### config.mk
export PLATFORM = sky130hd
export DESIGN_NAME = sysctl_unit
export DESIGN_NICKNAME = d
export VERILOG_FILES = /design/src/rtl/sysctl_pkg.sv /design/src/rtl/sysctl_timer.sv /design/src/rtl/sysctl_irq_eval.sv /design/src/rtl/sysctl_unit.sv
export SDC_FILE = /design/constraint.sdc
export NUM_CORES = 1
export LEC_CHECK = 0
export ABC_CLOCK_PERIOD_IN_PS = 2400
export BUFFER_PORTS_ARGS = -buffer_cell sky130_fd_sc_hd__buf_2
export CORE_UTILIZATION = 51
export CTS_BUF_LIST = sky130_fd_sc_hd__clkbuf_4 sky130_fd_sc_hd__clkbuf_8
export CTS_CLUSTER_DIAMETER = 120
export CTS_CLUSTER_SIZE = 40
export DETAILED_ROUTE_END_ITERATION = 7
export PLACE_DENSITY = 0.78
export RECOVER_POWER = 50
export SYNTH_ARGS = -nofsm -noshare
export SYNTH_HDL_FRONTEND = slang
export SYNTH_SLANG_ARGS = --single-unit
### constraint.sdc
create_clock -name clk -period 2.4 [get_ports clk]
set_input_delay 0.12 -clock clk [delete_from_list [all_inputs] [get_ports clk]]
set_output_delay 0.12 -clock clk [all_outputs]
set_load 0.02 [all_outputs]
### src/rtl/sysctl_pkg.sv
package sysctl_pkg;

    localparam int XLEN   = 32;
    localparam int NIRQ   = 8;
    localparam int CODE_W = 5;
    localparam int SEL_W  = 5;

    localparam logic [SEL_W-1:0] SEL_BADVA   = 5'd8;
    localparam logic [SEL_W-1:0] SEL_COUNT   = 5'd9;
    localparam logic [SEL_W-1:0] SEL_COMPARE = 5'd11;
    localparam logic [SEL_W-1:0] SEL_STATUS  = 5'd12;
    localparam logic [SEL_W-1:0] SEL_CAUSE   = 5'd13;
    localparam logic [SEL_W-1:0] SEL_EPC     = 5'd14;

    // field positions inside the status and cause words
    localparam int MASK_LSB  = 8;
    localparam int UM_BIT    = 4;
    localparam int EXL_BIT   = 1;
    localparam int IE_BIT    = 0;
    localparam int CODE_LSB  = 2;

    typedef struct packed {
        logic [NIRQ-1:0] im;
        logic            exl;
        logic            ie;
    } status_t;

    typedef struct packed {
        status_t           status;
        logic [NIRQ-1:0]   ip;
        logic [CODE_W-1:0] code;
        logic [XLEN-1:0]   epc;
        logic [XLEN-1:0]   badva;
    } ctl_state_t;

    typedef enum logic [1:0] {
        EV_NONE,
        EV_EXC,
        EV_ERET,
        EV_INT
    } event_e;

endpackage

### src/rtl/sysctl_timer.sv
module sysctl_timer #(
    parameter int W = 32
) (
    input  logic         clk,
    input  logic         rst_n,
    input  logic         tick_en,
    input  logic         wr_count,
    input  logic         wr_compare,
    input  logic [W-1:0] wdata,
    output logic [W-1:0] count,
    output logic [W-1:0] compare,
    output logic         match_pend
);

    typedef struct packed {
        logic [W-1:0] count;
        logic [W-1:0] compare;
        logic         pend;
    } tmr_t;

    tmr_t         tmr_d, tmr_q;
    logic [W-1:0] count_inc;

    always_comb begin
        tmr_d     = tmr_q;
        count_inc = tmr_q.count + W'(1);
        if (tick_en) begin
            tmr_d.count = count_inc;
            if (count_inc == tmr_q.compare && !wr_count) begin
                tmr_d.pend = 1'b1;
            end
        end
        if (wr_count) begin
            tmr_d.count = wdata;
        end
        if (wr_compare) begin
            tmr_d.compare = wdata;
            tmr_d.pend    = 1'b0;
        end
    end

    always_ff @(posedge clk) begin
        if (!rst_n) begin
            tmr_q <= '0;
        end else begin
            tmr_q <= tmr_d;
        end
    end

    assign count      = tmr_q.count;
    assign compare    = tmr_q.compare;
    assign match_pend = tmr_q.pend;

    // a tick without a load advances the counter by one
    a_r8_count_step: assert property (@(posedge clk) disable iff (!rst_n)
        (tick_en && !wr_count) |=> (count == $past(count) + W'(1)));

    // a load wins over a tick
    a_r8_load_wins: assert property (@(posedge clk) disable iff (!rst_n)
        wr_count |=> (count == $past(wdata)));

    // a match-value write always drops the timer request
    a_r9_compare_clears: assert property (@(posedge clk) disable iff (!rst_n)
        wr_compare |=> !match_pend);

endmodule

### src/rtl/sysctl_irq_eval.sv
module sysctl_irq_eval #(
    parameter int N = 8
) (
    input  logic [N-1:0] ip,
    input  logic [N-1:0] im,
    input  logic         ie,
    input  logic         exl,
    output logic [N-1:0] masked,
    output logic         take
);

    for (genvar i = 0; i < N; i++) begin : g_line
        assign masked[i] = ip[i] & im[i];
    end

    assign take = (|masked) & ie & ~exl;

endmodule

### src/rtl/sysctl_unit.sv
module sysctl_unit
    import sysctl_pkg::*;
#(
    parameter logic [31:0] HANDLER_VEC = 32'h8000_0180,
    parameter int          TIMER_LINE  = 5
) (
    input  logic              clk,
    input  logic              rst_n,
    input  logic              tick_en,
    input  logic [NIRQ-1:0]   irq_lines,
    input  logic              exc_req,
    input  logic [CODE_W-1:0] exc_code,
    input  logic              exc_addr_valid,
    input  logic [XLEN-1:0]   exc_addr,
    input  logic [XLEN-1:0]   cur_pc,
    input  logic              eret_req,
    input  logic              reg_wr_en,
    input  logic [SEL_W-1:0]  reg_sel,
    input  logic [XLEN-1:0]   reg_wdata,
    output logic [XLEN-1:0]   reg_rdata,
    output logic              redirect,
    output logic [XLEN-1:0]   redirect_pc
);

    ctl_state_t      st_d, st_q;
    event_e          ev;
    logic            wr_ok;
    logic            int_take;
    logic [NIRQ-1:0] masked_ip;
    logic [XLEN-1:0] tmr_count, tmr_compare;
    logic            tmr_pend;

    sysctl_irq_eval #(.N(NIRQ)) u_eval (
        .ip     (st_q.ip),
        .im     (st_q.status.im),
        .ie     (st_q.status.ie),
        .exl    (st_q.status.exl),
        .masked (masked_ip),
        .take   (int_take)
    );

    // event selection: exception, then return, then interrupt
    always_comb begin
        if (exc_req)       ev = EV_EXC;
        else if (eret_req) ev = EV_ERET;
        else if (int_take) ev = EV_INT;
        else               ev = EV_NONE;
    end

    assign wr_ok = reg_wr_en && (ev == EV_NONE);

    sysctl_timer #(.W(XLEN)) u_timer (
        .clk        (clk),
        .rst_n      (rst_n),
        .tick_en    (tick_en),
        .wr_count   (wr_ok && reg_sel == SEL_COUNT),
        .wr_compare (wr_ok && reg_sel == SEL_COMPARE),
        .wdata      (reg_wdata),
        .count      (tmr_count),
        .compare    (tmr_compare),
        .match_pend (tmr_pend)
    );

    always_comb begin
        st_d = st_q;
        st_d.ip = irq_lines;
        st_d.ip[TIMER_LINE] = irq_lines[TIMER_LINE] | tmr_pend;
        unique case (ev)
            EV_EXC: begin
                st_d.status.exl = 1'b1;
                st_d.code       = exc_code;
                if (!st_q.status.exl) st_d.epc = cur_pc;
                if (exc_addr_valid)   st_d.badva = exc_addr;
            end
            EV_INT: begin
                st_d.status.exl = 1'b1;
                st_d.code       = '0;
                st_d.epc        = cur_pc;
            end
            EV_ERET: begin
                st_d.status.exl = 1'b0;
            end
            default: begin
                if (wr_ok) begin
                    case (reg_sel)
                        SEL_STATUS: begin
                            st_d.status.im  = reg_wdata[MASK_LSB +: NIRQ];
                            st_d.status.exl = reg_wdata[EXL_BIT];
                            st_d.status.ie  = reg_wdata[IE_BIT];
                        end
                        SEL_CAUSE: st_d.code = reg_wdata[CODE_LSB +: CODE_W];
                        SEL_EPC:   st_d.epc  = reg_wdata;
                        default:   ;
                    endcase
                end
            end
        endcase
    end

    always_ff @(posedge clk) begin
        if (!rst_n) begin
            st_q <= '0;
        end else begin
            st_q <= st_d;
        end
    end

    // register read path
    always_comb begin
        reg_rdata = '0;
        case (reg_sel)
            SEL_BADVA:   reg_rdata = st_q.badva;
            SEL_COUNT:   reg_rdata = tmr_count;
            SEL_COMPARE: reg_rdata = tmr_compare;
            SEL_STATUS: begin
                reg_rdata[MASK_LSB +: NIRQ] = st_q.status.im;
                reg_rdata[UM_BIT]           = 1'b1;
                reg_rdata[EXL_BIT]          = st_q.status.exl;
                reg_rdata[IE_BIT]           = st_q.status.ie;
            end
            SEL_CAUSE: begin
                reg_rdata[MASK_LSB +: NIRQ]   = st_q.ip;
                reg_rdata[CODE_LSB +: CODE_W] = st_q.code;
            end
            SEL_EPC:     reg_rdata = st_q.epc;
            default:     reg_rdata = '0;
        endcase
    end

    assign redirect    = (ev != EV_NONE);
    assign redirect_pc = (ev == EV_ERET) ? st_q.epc : HANDLER_VEC;

    // a taken interrupt saves the PC and raises the exception level
    a_r4_take_saves: assert property (@(posedge clk) disable iff (!rst_n)
        (int_take && !exc_req && !eret_req) |=>
            (st_q.status.exl && st_q.epc == $past(cur_pc) && st_q.code == '0));

    // no interrupt while in a handler
    a_r5_no_nest: assert property (@(posedge clk) disable iff (!rst_n)
        st_q.status.exl |-> !int_take);

    // an exception under the exception level leaves the return address
    a_r6_epc_frozen: assert property (@(posedge clk) disable iff (!rst_n)
        (exc_req && st_q.status.exl) |=> $stable(st_q.epc));

    // a return drops the exception level
    a_r7_eret_clears: assert property (@(posedge clk) disable iff (!rst_n)
        (eret_req && !exc_req) |=> !st_q.status.exl);

    // an exception always targets the handler entry
    a_r10_exc_first: assert property (@(posedge clk) disable iff (!rst_n)
        exc_req |-> (redirect && redirect_pc == HANDLER_VEC));

    // the user-mode bit always reads as one
    a_r2_um_one: assert property (@(posedge clk) disable iff (!rst_n)
        (reg_sel == SEL_STATUS) |-> reg_rdata[UM_BIT]);

endmodule

==> results.json <==
{
  "io_buffers": 185,
  "die_height_um": 132.7,
  "avgViaCountPerCell": 5.857,
  "finalCriticalPeriod_ns": 2.305,
  "post-cts-setup-buffers": 0,
  "synth_nets": 1138,
  "final_hold_viol_count": 0,
  "dpl_worst_slack_ns": 0.1722,
  "h-tree-depth": 4,
  "p_total_w": 0.005511,
  "status": "completed",
  "fmax_mhz": 433.9,
  "setup_viol": 0,
  "remaining_drc_errors": 0,
  "synth_area_leaders": "dfxtp_1 35%, mux2i_1 12%, nand2_1 7.3%, o211a_1 6.8%, xnor2_1 4.6%",
  "dieArea_sq_um": 17610,
  "synthAdderAreaFrac": 0.001436,
  "synth_edf_count": 0,
  "design_area_sq_um": 11270,
  "vdd_drop_max_v": 0.0003951,
  "grt_pass1_wl_um": 45570,
  "routed_wl_um": 29340,
  "gr-total-overflow": 0,
  "synth_flop_cell": "dfxtp_1",
  "synth_top_area_frac": 0.3493,
  "slew_violations": 0,
  "cts_buffers": 17,
  "drv_cap": 0,
  "cts_tree": "done",
  "grt_pass1_vias": 8435,
  "grt_max_degree": 153,
  "synth_most_common_cell": "nand2_1",
  "cp.depth": 8,
  "clockBufferDepth": 2,
  "cp-end-kind": "output pin",
  "area_growth_pct": 29.38,
  "ant_nets": 0,
  "worst_path_max_delay_cell": "clkbuf_1",
  "synth-seq-cells": 152,
  "synth_top_area_cell": "dfxtp_1",
  "whs_ns": 0.01446,
  "postSynthCellCount": 1016,
  "avgRoutedWirePerCell_um": 19.55,
  "crit_family": "buffers and inverters",
  "first_pass_iters": 5,
  "synth_compound_area_frac": 0.1907,
  "num_io_pins": 186,
  "synthXorXnorAreaFrac": 0.07841,
  "synthArstFlopShare": 0,
  "yosysWarnings": 0,
  "die_w_um": 132.7,
  "p_leak_nw": 5.123,
  "nFillCells": 1307,
  "postSynthAreaPerCell_sq_um": 8.575,
  "critPathLaunchType": "input pin",
  "gp_congestion": 0.9393,
  "synth_common_cells": "170 x nand2_1, 152 x dfxtp_1, 103 x mux2i_1",
  "crit_chain": "buf_2, nand2b_1, nor2_1, nand2_1, clkbuf_1, o21ai_0, a221o_1, clkbuf_2",
  "hold_depth": 4,
  "synthesis.area_sq_um": 8712,
  "r2r_cells": 7,
  "arrival_ns": 2.18,
  "synthMuxAreaShare": 0.1196,
  "clk_latency_ns": 0.47,
  "synthSimpleGateAreaFrac": 0.2131,
  "worstSetupPathType": "input pin to output pin",
  "antenna_found_initial": 1,
  "core_sq_um": 16640,
  "rsz0062_at_grt": "true",
  "ctsRootBufferMaster": "clkbuf_8",
  "final_layout_size_suffix_gt1_frac": 0.2117,
  "seq_area_frac_synth": 0.3493,
  "cts.sinks": 152,
  "cpPeakStageDelay_ns": 0.63,
  "dp_hpwl_um": 19610,
  "fin_ws_ns": 0.09544,
  "core.rowCount": 47,
  "nNetsFinal": 1389,
  "post_dp_cell_area_sq_um": 10030,
  "cp.required_ns": 2.28,
  "pwr_density_cell_nw_per_um2": 488.9,
  "path_clk_slew_ns": 0.09,
  "tightest_slew_ns": 1.292,
  "path_max_fanout": 17,
  "via_count": 8792,
  "synthDistinctLibCells": 53,
  "path_buf_inv": 3,
  "synth_top_family_by_area": "simple AND/OR/NAND/NOR gates",
  "hp-class": "input pin to flop",
  "drt_iter0_markers": 972,
  "fin_worst_skew_ns": 0.008630,
  "finalCritPeriodShare": 0.9602,
  "slew_headroom": 0.1387,
  "start_util": 0.5235,
  "grt_use_total": 0.3310
}
[per-stage QoR]
step                cells    util  TNS (ns)
floorplan            1016       -         0
detailed placement   1382  0.6024         0
finish               1501  0.6773         0
global route         1501  0.6773  -0.01423
global placement     1382  0.6024         0
CTS                  1500  0.6786         0
[layout make-up]
cell class,instances,area (sq um),share of cell area
timing repair buffer,320,2181,0.1935
multi-input combinational,767,5316,0.4716
antenna,1,2.502,0.0002220
sequential,152,3057,0.2712
inverter,9,33.78,0.002997
clock buffer,19,261.5,0.02320
tap,220,275.3,0.02442
clock inverter,13,145.1,0.01288
[worst min-delay path: stages]
cell	delay, ns
buf_2	0.08
mux2i_1	0.06
nand2_1	0.06
o211a_1	0.13
[kinds of logic after synthesis]
logic type	count (synthesis)
XOR/XNOR	78
multiplexers	104
adder cells (fa/ha/maj)	1
buffers and inverters	97
AO/OA/AOI/OAI	216
flip-flops	152
AND/OR/NAND/NOR	368
[registers in the layout, indices dropped and copies added (netlist names)]
name                flops
st_q                   87
u_timer.compare        32
u_timer.count          32
u_timer.match_pend      1
[per-layer routing]
layer  up-vias  track usage  part of all wire
met2       476       0.5284              0.46
li1       4069            -                 -
met4         0       0.1201             0.032
met5         -            0                 0
met1      4154       0.4416              0.43
met3        93      0.06743             0.085
[repair_timing]
action / 4_1_cts / 5_1_grt
resized for setup: 0 / 14
hold endpoints to repair: 110 / 0
hold buffers: 86 / 0
endpoints found under the setup margin: 0 / 4
[layout by cell type, fill, tap and decap left out, drive strengths merged, types with 13 or more instances in the layout]
master and count:
a21boi 32, a221o 14, a22oi 30, and2 40, buf 186, clkbuf 66, dfxtp 152, dlygate4sd3 86
mux2i 103, nand2 171, nand2b 13, nand3 26, nor2 22, nor2b 42, nor3 13, o211a 59
o21ai 47, xnor2 46, xor2 32
[final timing paths]
path | startpoint | end | slack, ns
worst max-delay path | reg_sel[4] | reg_rdata[13] | 0.1
worst min-delay path | cur_pc[0] | st_q[32] | 0.01
worst max register to register | u_timer.count[5] | u_timer.match_pend | 0.13
worst min register to register | st_q[21] | st_q[21] | 0.46
[power breakdown]
part / switching (W) / leakage [nW] / internal, W
Clock: 0.00105 / 0.204 / 0.000991
Sequential: 0.0000763 / 1.24 / 0.00261
Combinational: 0.000411 / 3.67 / 0.000366
Total: 0.00154 / 5.12 / 0.00397
No activity file was read; power rests on OpenSTA's default activity.
